File: config.mk
export PLATFORM = sky130hd
export DESIGN_NAME = byte_alu
export DESIGN_NICKNAME = d
export VERILOG_FILES = /design/src/rtl/alu_pkg.sv /design/src/rtl/alu_adder.sv /design/src/rtl/alu_logic.sv /design/src/rtl/alu_shift.sv /design/src/rtl/byte_alu.sv
export SDC_FILE = /design/constraint.sdc
export NUM_CORES = 1
export LEC_CHECK = 0
export BUFFER_PORTS_ARGS = -buffer_cell sky130_fd_sc_hd__buf_4
export CAP_MARGIN = 10
export CELL_PAD_IN_SITES_DETAIL_PLACEMENT = 1
export CELL_PAD_IN_SITES_GLOBAL_PLACEMENT = 2
export CORE_MARGIN = 4
export CORE_UTILIZATION = 37
export DETAILED_ROUTE_END_ITERATION = 16
export PLACE_DENSITY_LB_ADDON = 0.1
export SLEW_MARGIN = 20
export SYNTH_ARGS = -nofsm -noshare
export SYNTH_HDL_FRONTEND = slang
export SYNTH_HIERARCHICAL = 1
export SYNTH_SLANG_ARGS = --single-unit
File: constraint.sdc
create_clock -name vclk -period 5
set_input_delay 0 -clock vclk [all_inputs]
set_output_delay 0 -clock vclk [all_outputs]
set_load 0.02 [all_outputs]
File: src/rtl/alu_pkg.sv
package alu_pkg;
  typedef enum logic [3:0] {
    FN_PASS = 4'd0,  FN_ADD  = 4'd1,  FN_ADC  = 4'd2,  FN_SUB  = 4'd3,
    FN_SBC  = 4'd4,  FN_AND  = 4'd5,  FN_NAND = 4'd6,  FN_OR   = 4'd7,
    FN_NOR  = 4'd8,  FN_XOR  = 4'd9,  FN_NOTA = 4'd10, FN_ASL  = 4'd11,
    FN_ROL  = 4'd12, FN_ASR  = 4'd13, FN_ROR  = 4'd14, FN_FLAG = 4'd15
  } alu_fn_e;

  typedef struct packed {
    logic n;
    logic z;
    logic v;
    logic c;
  } alu_flags_t;
endpackage

File: src/rtl/alu_adder.sv
module alu_adder #(
  parameter int W = 8
) (
  input  logic [W-1:0] op_a,
  input  logic [W-1:0] op_b,
  input  logic         c_in,
  output logic [W-1:0] sum,
  output logic         c_out,
  output logic         ovf
);
  localparam int MSB = W - 1;
  logic [W:0] wide;

  always_comb begin
    wide  = {1'b0, op_a} + {1'b0, op_b} + {{W{1'b0}}, c_in};
    sum   = wide[W-1:0];
    c_out = wide[W];
    ovf   = (op_a[MSB] == op_b[MSB]) && (wide[MSB] != op_a[MSB]);
  end
endmodule

File: src/rtl/alu_logic.sv
module alu_logic #(
  parameter int W = 8
) (
  input  logic [W-1:0] op_a,
  input  logic [W-1:0] op_b,
  input  logic [3:0]   fn,
  output logic [W-1:0] res
);
  import alu_pkg::*;

  for (genvar i = 0; i < W; i++) begin : g_bit
    always_comb begin
      unique case (alu_fn_e'(fn))
        FN_AND:  res[i] = op_a[i] & op_b[i];
        FN_NAND: res[i] = ~(op_a[i] & op_b[i]);
        FN_OR:   res[i] = op_a[i] | op_b[i];
        FN_NOR:  res[i] = ~(op_a[i] | op_b[i]);
        FN_XOR:  res[i] = op_a[i] ^ op_b[i];
        FN_NOTA: res[i] = ~op_a[i];
        default: res[i] = op_a[i];
      endcase
    end
  end
endmodule

File: src/rtl/alu_shift.sv
module alu_shift #(
  parameter int W = 8
) (
  input  logic [W-1:0] op_a,
  input  logic         c_in,
  input  logic         go_left,
  input  logic         rotate,
  output logic [W-1:0] res,
  output logic         c_out,
  output logic         ovf
);
  localparam int MSB = W - 1;
  logic fill;

  always_comb begin
    if (go_left) begin
      fill  = rotate ? c_in : 1'b0;
      res   = {op_a[MSB-1:0], fill};
      c_out = op_a[MSB];
      ovf   = op_a[MSB] ^ op_a[MSB-1];
    end else begin
      fill  = rotate ? c_in : op_a[MSB];
      res   = {fill, op_a[MSB:1]};
      c_out = op_a[0];
      ovf   = 1'b0;
    end
  end
endmodule

File: src/rtl/byte_alu.sv
module byte_alu #(
  parameter int W = 8
) (
  input  logic [W-1:0] a_in,
  input  logic [W-1:0] b_in,
  input  logic [3:0]   fn_sel,
  input  logic         carry_in,
  output logic [W-1:0] result_o,
  output logic         neg_o,
  output logic         zero_o,
  output logic         ovf_o,
  output logic         cout_o
);
  import alu_pkg::*;

  localparam int MSB = W - 1;

  alu_fn_e    fn;
  logic       invert_b;
  logic       add_cin;
  logic [W-1:0] add_b;
  logic [W-1:0] add_sum, log_res, sh_res;
  logic       add_c, add_v, sh_c, sh_v;
  logic       sh_left, sh_rot;
  alu_flags_t flags;

  assign fn = alu_fn_e'(fn_sel);

  always_comb begin
    invert_b = (fn == FN_SUB) || (fn == FN_SBC);
    add_b    = invert_b ? ~b_in : b_in;
    unique case (fn)
      FN_ADC, FN_SBC: add_cin = carry_in;
      FN_SUB:         add_cin = 1'b1;
      default:        add_cin = 1'b0;
    endcase
    sh_left = (fn == FN_ASL) || (fn == FN_ROL);
    sh_rot  = (fn == FN_ROL) || (fn == FN_ROR);
  end

  alu_adder #(.W(W)) u_add (
    .op_a (a_in), .op_b (add_b), .c_in (add_cin),
    .sum  (add_sum), .c_out (add_c), .ovf (add_v)
  );

  alu_logic #(.W(W)) u_log (
    .op_a (a_in), .op_b (b_in), .fn (fn_sel), .res (log_res)
  );

  alu_shift #(.W(W)) u_sh (
    .op_a (a_in), .c_in (carry_in), .go_left (sh_left), .rotate (sh_rot),
    .res  (sh_res), .c_out (sh_c), .ovf (sh_v)
  );

  always_comb begin
    result_o = a_in;
    flags    = '0;
    unique case (fn)
      FN_PASS: result_o = a_in;
      FN_ADD, FN_ADC, FN_SUB, FN_SBC: begin
        result_o = add_sum;
        flags.v  = add_v;
        flags.c  = add_c;
      end
      FN_AND, FN_NAND, FN_OR, FN_NOR, FN_XOR, FN_NOTA: result_o = log_res;
      FN_ASL, FN_ROL, FN_ASR, FN_ROR: begin
        result_o = sh_res;
        flags.v  = sh_v;
        flags.c  = sh_c;
      end
      FN_FLAG: result_o = '0;
      default: result_o = a_in;
    endcase
    if (fn == FN_FLAG) begin
      flags = alu_flags_t'(a_in[3:0]);
    end else begin
      flags.n = result_o[MSB];
      flags.z = ~|result_o;
    end
    neg_o  = flags.n;
    zero_o = flags.z;
    ovf_o  = flags.v;
    cout_o = flags.c;
  end
endmodule

Yosys cells after proc, flatten, opt, wreduce, memory -nomap -nowiden
Index checks and enable logic that the tools add are counted.

operators by class
  add/subtract/negate cells = 2
  equal/unequal tests = 17
  muxes and demuxes = 19
  bitwise operators = 50
  reduce and logical (&&, ||, !) cells = 11

operators with widths
  operator              number
  $pmux W1 S6           8
  $pmux W8 S5           1
  $eq A4 B4 Y1 const B  8
  $not A1 Y1            24
  $eq A4 B3 Y1 const B  4
  $mux W8               2
  $add A8 B8 Y9         1
  $add A9 B1 Y9         1
  $xor A1 B1 Y1         9
  $and A1 B1 Y1         8
  $eq A4 B2 Y1 const B  2
  $not A8 Y8            1
  $or A1 B1 Y1          8
  $reduce_or A4 Y1      2
  $reduce_or A8 Y1      1
  $reduce_or A6 Y1      1
  $eq A4 B1 Y1 const B  1
  $logic_not A4 Y1      1
  $mux W1               4
  $mux W2               2
  $pmux W2 S2           1
  $logic_or A1 B1 Y1    3
  $pmux W1 S2           1
  $reduce_or A2 Y1      1
  4 further kinds       4

storage, ports and cells
  register bits = 0
  input bits = 21
  logic and storage cells = 99

Logic depth before layout (Yosys ltp)
Gate-level depths: netlist of the first run.

  word-level depth = 9
  mapped depth = 18
  depth with buffers taken out = 16

Hierarchy
The synthesis of the first run kept the hierarchy.

modules (own cells, without submodules)
  module     times used  cells an instance  area each (sq um)  sequential area each (sq um)
  byte_alu   1           146                969.7              0.0
  alu_logic  1           119                845.8              0.0
  alu_adder  1           42                 336.6              0.0
  alu_shift  1           16                 157.7              0.0

Worst setup path before layout of the first run
Ideal clock, no wire load.

  path kind = input to output
  start point = input fn_sel[0]
  end point = output zero_o
  arrival = 3593 ps
  setup slack = 1407 ps
  stages on the path = 17
  cell sequence = buf_6 nor2_2 clkbuf_4 a22oi_1 nor2_2 xor2_1 fa_1 fa_1 a21oi_1 o211ai_1 a21oi_1 xnor2_1 a32oi_1 o21ai_0 o32a_1 nor4_2 a32o_2

between the ends
  cells in the longest elaborated chain, start to end = 9

ends and longest elaborated chain
  what                                                 line             source
  start: declaration                                   byte_alu.sv:6    input logic [3:0] fn_sel,
  $eq A4 B2 Y1 / $eq A4 B3 Y1 (equally long branches)  byte_alu.sv:30   invert_b = (fn == FN_SUB) || (fn == FN_SBC);
  $logic_or A1 B1 Y1 *                                 byte_alu.sv:30
  $mux W8 *                                            byte_alu.sv:31   add_b = invert_b ? ~b_in : b_in;
  named net add_b[0]                                   byte_alu.sv:21   logic [W-1:0] add_b;
  $add A8 B8 Y9 *                                      alu_adder.sv:15  wide = {1'b0, op_a} + {1'b0, op_b} + {{W{1'b0}}, c_in};
  $add A9 B1 Y9 *                                      alu_adder.sv:15
  named net add_sum[6]                                 byte_alu.sv:22   logic [W-1:0] add_sum, log_res, sh_res;
  $pmux W8 S5 *                                        byte_alu.sv:58   unique case (fn)
  named net result_o[6]                                byte_alu.sv:8    output logic [W-1:0] result_o,
  $reduce_or A8 Y1 *                                   byte_alu.sv:78   flags.z = ~|result_o;
  $logic_not A1 Y1 *                                   byte_alu.sv:78
  $mux W2 *                                            byte_alu.sv:74   if (fn == FN_FLAG) begin
  end: declaration                                     byte_alu.sv:10   output logic zero_o,

Mark *: on every way through the listed nets, which the timed path passes. The rest lies on a longest branch.

Worst setup path after layout of the first run
  start point = input fn_sel[1]
  end point = output zero_o

between the ends
  cells in the longest elaborated chain, start to end = 9

ends and longest elaborated chain
  what                                                 line
  $eq A4 B2 Y1 / $eq A4 B3 Y1 (equally long branches)  byte_alu.sv:30
  $logic_or A1 B1 Y1 *                                 byte_alu.sv:30
  $mux W8 *                                            byte_alu.sv:31
  named net add_b[0]                                   byte_alu.sv:21
  $add A8 B8 Y9 *                                      alu_adder.sv:15
  $add A9 B1 Y9 *                                      alu_adder.sv:15
  named net add_sum[4]                                 byte_alu.sv:22
  $pmux W8 S5 *                                        byte_alu.sv:58
  $reduce_or A8 Y1 *                                   byte_alu.sv:78
  $logic_not A1 Y1 *                                   byte_alu.sv:78
  $mux W2 *                                            byte_alu.sv:74

Marked as above.

==> impl_metrics.json, run 1 <==
{
  "clock.fmax_ghz": 0.247,
  "dp_hpwl_um": 6220,
  "crit_path_end_kind": "primary output",
  "drt-total-wl_um": 8270,
  "io_buffer_count": 33,
  "post_dp_cell_area_um2": 2520,
  "final-seq-area_um2": 0,
  "grt.total_usage": 0.219,
  "multiInputGateArea_um2": 2080,
  "crit_start": "fn_sel[1]",
  "irDropWorstVdd_v": 0.0000744,
  "power_mw": 0.336,
  "grt_setup_unrepaired": "no",
  "rows": 28,
  "wl_per_cell_um": 20.1,
  "dieHeight_um": 87.0,
  "grt_max_degree": 62,
  "yosysUniqueCellTypes": 70,
  "yosys_warnings": 6,
  "ant_nets": 0,
  "nFlopsAndLatches": 0,
  "worst_setup_path_start_kind": "input pin",
  "hold_violations": 0,
  "leakage_nw": 1.07,
  "final_nets": 384,
  "ioPinCount": 33,
  "outcome": "completed",
  "place_inst": 411,
  "drt_iter0_markers": 137,
  "fill_cells": 779,
  "syn_inst": 323,
  "netlist_area_um2": 2310,
  "ys_seq_area_frac": 0,
  "gp_congestion": 0.847,
  "p_per_area_nw_per_um2": 133,
  "relSlewSlack": 0.571,
  "drv_slew": 0,
  "drive_above_1_share": 0.182,
  "required_ns": 5.00,
  "fin_crit_ns": 4.05,
  "vias_per_cell": 6.12,
  "final_design_area_no_fill_um2": 2520,
  "start_util": 0.386,
  "post-route-drc-count": 0,
  "grt_first_pass_wirelength_um": 13400,
  "crit_path_end": "zero_o",
  "n_antenna_cell": 0,
  "hold_class": "in -> out",
  "grt_pass1_vias": 2513,
  "postSynthAreaPerCell_um2": 7.15,
  "crit_arrival_ns": 4.05,
  "cts_resized": 0,
  "path_class": "in -> out",
  "setup_viol": 0,
  "hp-start": "a_in[2]",
  "fin_crit_sh": 0.810,
  "core_area_um2": 5990,
  "cts_hold_buf": 0,
  "fp.dieW_um": 87.0,
  "drv_cap": 0,
  "num_vias": 2516,
  "overflow": 0,
  "dr.pass1.iters": 4,
  "cts_setup_buffers": 0,
  "tightest_slew_ns": 0.640,
  "die_area_um2": 7570,
  "antenna_found_initial": 0,
  "tns_ns": 0,
  "crit_fanout": 35,
  "area_growth_pct": 9.26,
  "clock_buffers": 0,
  "hold_ws_ns": 0.456,
  "synth_nets": 369,
  "stdcell_count": 411
}
[cell families (layout without fill, tap and decap cells)]
| group | after synthesis | after routing | synth area share |
|---|---|---|---|
| AND/OR/NAND/NOR | 105 | 105 | 0.258 |
| AO/OA/AOI/OAI | 113 | 113 | 0.343 |
| multiplexers | 21 | 21 | 0.104 |
| buffers and inverters | 45 | 58 | 0.0991 |
| XOR/XNOR | 14 | 14 | 0.0531 |
| adder cells (fa/ha/maj) | 25 | 25 | 0.142 |
[worst min-delay path by stage]
stage / endpoint / depth (start not counted) / slack (ns)
after floorplan: zero_o / 1 / 0.17
after global placement: zero_o / 3 / 0.45
after detailed placement: zero_o / 3 / 0.45
after CTS: zero_o / 3 / 0.45
after global routing: zero_o / 3 / 0.47
final: zero_o / 3 / 0.46
[placed cells by master (no fill, tap or decap), types with 3 or more instances in the layout]
master / synthesis / layout
a21oi_1: 28 / 28
a221oi_1: 5 / 5
a22o_1: 3 / 3
a22oi_1: 5 / 5
a311oi_1: 3 / 3
a31oi_1: 7 / 7
buf_4: 1 / 35
ha_1: 23 / 23
inv_1: 23 / 23
mux2_2: 3 / 3
mux2_4: 5 / 5
mux2i_1: 12 / 12
nand2_1: 19 / 19
nand2b_1: 3 / 3
nand3_1: 11 / 11
nand3b_1: 5 / 5
nor2_1: 24 / 24
nor2b_1: 11 / 11
nor3_1: 5 / 5
nor3b_1: 5 / 5
o211ai_1: 5 / 5
o21ai_0: 21 / 21
o22a_1: 7 / 7
o32a_1: 5 / 5
xnor2_1: 4 / 4
xor2_1: 10 / 10
[per-stage QoR]
stage / setup WS, ns / utilization
finish: 0.951 / 0.421
global route: 0.527 / 0.421
CTS: 0.948 / 0.421
detailed placement: 0.959 / 0.421
global placement: 1.08 / 0.421
floorplan: 1.41 / -
[where the power goes]
part / leakage [nW] / internal [mW] / total (mW) / switching [mW]
logic: 1.07 / 0.139 / 0.336 / 0.197
registers: 0 / 0 / 0 / 0
clock network: 0 / 0 / 0 / 0
[Yosys cell counts (all sizes together) (3+ instances only)]
cell type  instances  area (µm²)
a21oi             28         140
nor2              26         103
ha                23         288
inv               23        86.3
o21ai             23         115
nand2             20        77.6
buf               16         113
mux2i             12         120
nand3             12        65.1
nor2b             11        68.8
xor2              10        87.6
mux2               9         120
a31oi              7        43.8
o22a               7        61.3
clkbuf             6        30.0
nor3b              6        50.1
a2111oi            5        52.6
a221oi             5        43.8
a22oi              5        37.5
nand3b             5        37.5
nor3               5        25.0
o211ai             5        37.5
o32a               5        50.1
nand2b             4        32.5
xnor2              4        35.0
a22o               3        26.3
a311oi             3        26.3
a32o               3        32.5
[critical path: stages]
cell	delay, ns
buf_4	0.32
nor2b_1	0.30
a22oi_1	0.16
nor2_2	0.42
xor2_1	0.16
fa_1	0.48
fa_1	0.42
a21oi_1	0.24
nor2b_1	0.07
nor3_1	0.13
nor2_1	0.05
nor2b_1	0.15
a311oi_1	0.28
a31oi_1	0.07
o22a_1	0.22
a2111oi_2	0.24
a32o_2	0.22
buf_4	0.13
[area by class of cell]
cell class                      count  area share
Multi-Input combinational cell    278       0.824
Tap cell                           75      0.0372
Inverter                           23      0.0342
Timing Repair Buffer               35       0.104
[per-layer routing]
| layer | wire [µm] | up-vias | GRT usage |
|---|---|---|---|
| met5 | 0 | - | 0 |
| met4 | 25 | 0 | 0.0212 |
| met3 | 347 | 2 | 0.00284 |
| met2 | 4000 | 45 | 0.369 |
| met1 | 3900 | 1224 | 0.322 |
| li1 | - | 1245 | - |
Note: power is estimated with default switching activity, not from simulation.
==> run 2, diff against run 1 <==
Settings changed: CORE_UTILIZATION 37 to 31.
Clock period 5 ns to 3.6 ns, I/O delays scaled along.
==> impl_metrics.json, run 2 (synthesis results as in run 1) <==
{
  "nFlopsAndLatches": 0,
  "fill_cells": 941,
  "setup_viol": 0,
  "hold_depth": 3,
  "io_buffer_count": 33,
  "start_util": 0.318,
  "crit_path_end_kind": "primary output",
  "leakage_nw": 1.12,
  "core_area_um2": 7250,
  "die_area_um2": 8900,
  "critPathTopFamily": "compound AO/OA/AOI/OAI gates",
  "grt_max_degree": 60,
  "cp_cell_sequence": "buf_4, nor2b_1, a22oi_2, nor2_2, xor2_1, fa_2, fa_1, a21oi_2, nor2b_1, nor3_1, nor2_1, nor2b_1, a311oi_1, a31oi_1, o22a_1, a2111oi_2, a32o_2, buf_4",
  "final_nets": 393,
  "path_class": "in -> out",
  "vias_per_cell": 5.89,
  "critPathBufInv": 2,
  "crit_fanout": 4,
  "fin_crit_ns": 3.34,
  "post-route-drc-count": 0,
  "clock.fmax_ghz": 0.299,
  "required_ns": 3.60,
  "drv_cap": 0,
  "gp_congestion": 0.836,
  "num_vias": 2615,
  "rows": 31,
  "relSlewSlack": 0.528,
  "final_cell_mix": "buf_4 (44), a21oi_1 (27), nor2_1 (24)",
  "final-seq-area_um2": 0,
  "drive_above_1_share": 0.214,
  "path_depth": 18,
  "cpPeakStageDelay_ns": 0.43,
  "crit_arrival_ns": 3.34,
  "irDropWorstVdd_v": 0.0000618,
  "tightest_slew_ns": 0.708,
  "wl_per_cell_um": 19.8,
  "n_antenna_cell": 0,
  "fp.dieW_um": 94.3,
  "grt.total_usage": 0.199,
  "cpMaxStageDelayCell": "fa_1",
  "hold_class": "in -> out",
  "overflow": 0,
  "drv_slew": 0,
  "place_inst": 444,
  "ioPinCount": 33,
  "cpMostUsedCell": "nor2b_1",
  "cts_hold_buf": 0,
  "grt_setup_unrepaired": "no",
  "clock_buffers": 0,
  "tns_ns": 0,
  "p_per_area_nw_per_um2": 181,
  "dr.pass1.iters": 4,
  "fin_crit_sh": 0.928,
  "outcome": "completed",
  "grt_pass1_vias": 2616,
  "worst_setup_path_start_kind": "input pin",
  "hold_violations": 0,
  "ant_nets": 0,
  "grt_first_pass_wirelength_um": 14100,
  "dp_hpwl_um": 6640,
  "drt_iter0_markers": 147,
  "final_common_cell": "buf_4",
  "drt-total-wl_um": 8780,
  "stdcell_count": 444,
  "area_growth_pct": 14.2,
  "dieHeight_um": 94.3,
  "antenna_found_initial": 0
}
-- run 2: power by group --
group	total, mW	internal [mW]	switching, mW
clock network	0	0	0
logic	0.478	0.201	0.276
registers	0	0	0
-- run 2: cell type report --
type / count / area [µm²] / area share
well taps: 99 / 124 / 0.0470
inverters: 23 / 86.3 / 0.0327
multi-input cells: 278 / 2100 / 0.795
repair buffers: 44 / 330 / 0.125
-- run 2: metal layers --
metal  vias up  track usage  routed length [µm]
met3        12       0.0168                 316
li1       1262            -                   -
met5         -            0                   0
met1      1291        0.282                4340
met4         0       0.0289                 134
met2        50        0.333                3990
-- run 2: per-stage QoR --
stage	worst slack (ns)	util	instance area [µm²]	hold WS, ns	total power, mW
2_1_floorplan	0.00744	-	2310	0.174	0.319
3_3_place_gp	0.197	0.361	2620	0.457	0.468
3_5_place_dp	0.103	0.361	2620	0.458	0.471
4_1_cts	0.0837	0.361	2620	0.458	0.473
5_1_grt	0.0124	0.364	2640	0.474	0.524
6_report	0.258	0.364	2640	0.440	0.478
-- run 2: path summary, 6_finish.rpt --
check / to / slack [ns] / from
max: zero_o / 0.26 / fn_sel[1]
min: zero_o / 0.44 / a_in[2]
-- run 2: what timing repair did --
item / 4_1_cts / 5_1_grt
setup endpoints to repair: 0 / 2
buffers inserted: 0 / 0
resized for setup: 0 / 4
hold endpoints to repair: 0 / 0
==> run 3, diff against run 2 <==
Settings changed: ABC_CLOCK_PERIOD_IN_PS set to 3400, CORE_UTILIZATION 31 to 35.
Clock period 3.6 ns to 3.4 ns, I/O delays scaled along.
==> impl_metrics.json, run 3 (synthesis results as in run 1) <==
{
  "outcome": "completed",
  "overflow": 0,
  "final_cell_mix": "buf_4 (47), a21oi_1 (26), nor2_1 (24)",
  "fin_crit_sh": 0.965,
  "final_nets": 396,
  "drt_iter0_markers": 133,
  "hold_class": "in -> out",
  "vias_per_cell": 6.11,
  "cts_hold_buf": 0,
  "grt_pass1_vias": 2494,
  "die_area_um2": 7960,
  "grt_max_degree": 45,
  "post_dp_cell_area_um2": 2630,
  "place_inst": 424,
  "fp.dieW_um": 89.2,
  "nFlopsAndLatches": 0,
  "dieHeight_um": 89.2,
  "num_vias": 2595,
  "drt-total-wl_um": 8440,
  "n_antenna_cell": 0,
  "hp-start": "a_in[2]",
  "irDropWorstVdd_v": 0.0000983,
  "crit_start": "fn_sel[1]",
  "io_buffer_count": 33,
  "path_class": "in -> out",
  "final_util": 0.417,
  "fin_crit_ns": 3.28,
  "grt_setup_unrepaired": "yes",
  "final_design_area_no_fill_um2": 2660,
  "cpPeakStageDelay_ns": 0.41,
  "dr.pass1.iters": 4,
  "hold_ws_ns": 0.454,
  "grt.total_usage": 0.213,
  "final_common_cell": "buf_4",
  "crit_fanout": 3,
  "relSlewSlack": 0.672,
  "crit_path_end_kind": "primary output",
  "grt_first_pass_wirelength_um": 13400,
  "area_growth_pct": 15.2,
  "core_area_um2": 6390,
  "drive_above_1_share": 0.227,
  "gp_congestion": 0.891,
  "clock_buffers": 0,
  "antenna_found_initial": 0,
  "fill_cells": 815,
  "setup_viol": 0,
  "leakage_nw": 1.13,
  "wl_per_cell_um": 19.8,
  "start_util": 0.362,
  "ioPinCount": 33,
  "drv_cap": 0,
  "dp_hpwl_um": 6250,
  "post-route-drc-count": 0,
  "tightest_slew_ns": 0.492,
  "cp_cell_sequence": "buf_4, nor2b_1, a22oi_2, nor2_4, xor2_1, fa_2, fa_2, a21oi_2, o211ai_1, a21oi_2, xnor2_1, a32oi_1, o21ai_0, o32a_1, nor4_2, a32o_2, buf_4",
  "ant_nets": 0,
  "cpMaxStageDelayCell": "fa_2",
  "drv_slew": 0,
  "p_per_area_nw_per_um2": 194,
  "final-seq-area_um2": 0,
  "crit_arrival_ns": 3.28,
  "hold_violations": 0,
  "clock.fmax_ghz": 0.305,
  "stdcell_count": 425,
  "worst_setup_path_start_kind": "input pin",
  "rows": 29,
  "required_ns": 3.40
}
run 3: per-stage QoR:
step / power (mW) / setup TNS (ns) / setup slack, ns
6_report: 0.517 / 0 / 0.119
5_1_grt: 0.570 / -0.0728 / -0.0728
4_1_cts: 0.510 / 0 / 0.0719
3_5_place_dp: 0.506 / 0 / 0.0154
3_3_place_gp: 0.504 / 0 / 0.141
2_1_floorplan: 0.342 / 0 / 0.0542
run 3: final timing paths:
path | depth (start not counted) | slack, ns | endpoint
worst max-delay path | 17 | 0.12 | zero_o
worst min-delay path | 3 | 0.45 | zero_o
run 3: layer usage:
| layer | wire [µm] | track usage | vias to the layer above |
|---|---|---|---|
| met2 | 3960 | 0.354 | 46 |
| met5 | 0 | 0 | - |
| met4 | 86 | 0.0217 | 0 |
| li1 | - | - | 1268 |
| met3 | 244 | 0.00553 | 6 |
| met1 | 4140 | 0.315 | 1275 |
run 3: cell type report:
| class | instances | area, µm² | area share |
|---|---|---|---|
| repair buffers | 47 | 353 | 0.133 |
| multi-input cells | 278 | 2130 | 0.799 |
| well taps | 77 | 96.3 | 0.0362 |
| inverters | 23 | 86.3 | 0.0324 |
run 3: timing repair:
| item | 4_1_cts | 5_1_grt |
|---|---|---|
| buffers inserted | 0 | 1 |
| endpoints found under the setup margin | 1 | 3 |
| resized for setup | 1 | 4 |
| pin swaps | 0 | 2 |
run 3: worst max-delay path: cells and delay by family:
kind,cells,cell delay (ns)
xor gates and xnor gates,2,0.26
AOI/OAI and AO/OA,8,1.58
and+or+nand+nor,3,0.39
adders and majority gates,2,0.79
buffers and inverters,2,0.25
run 3: where the power goes:
group	leakage, nW	total, mW	switching (mW)	internal (mW)
combinational	1.13	0.517	0.293	0.224
clock	0	0	0	0
sequential	0	0	0	0
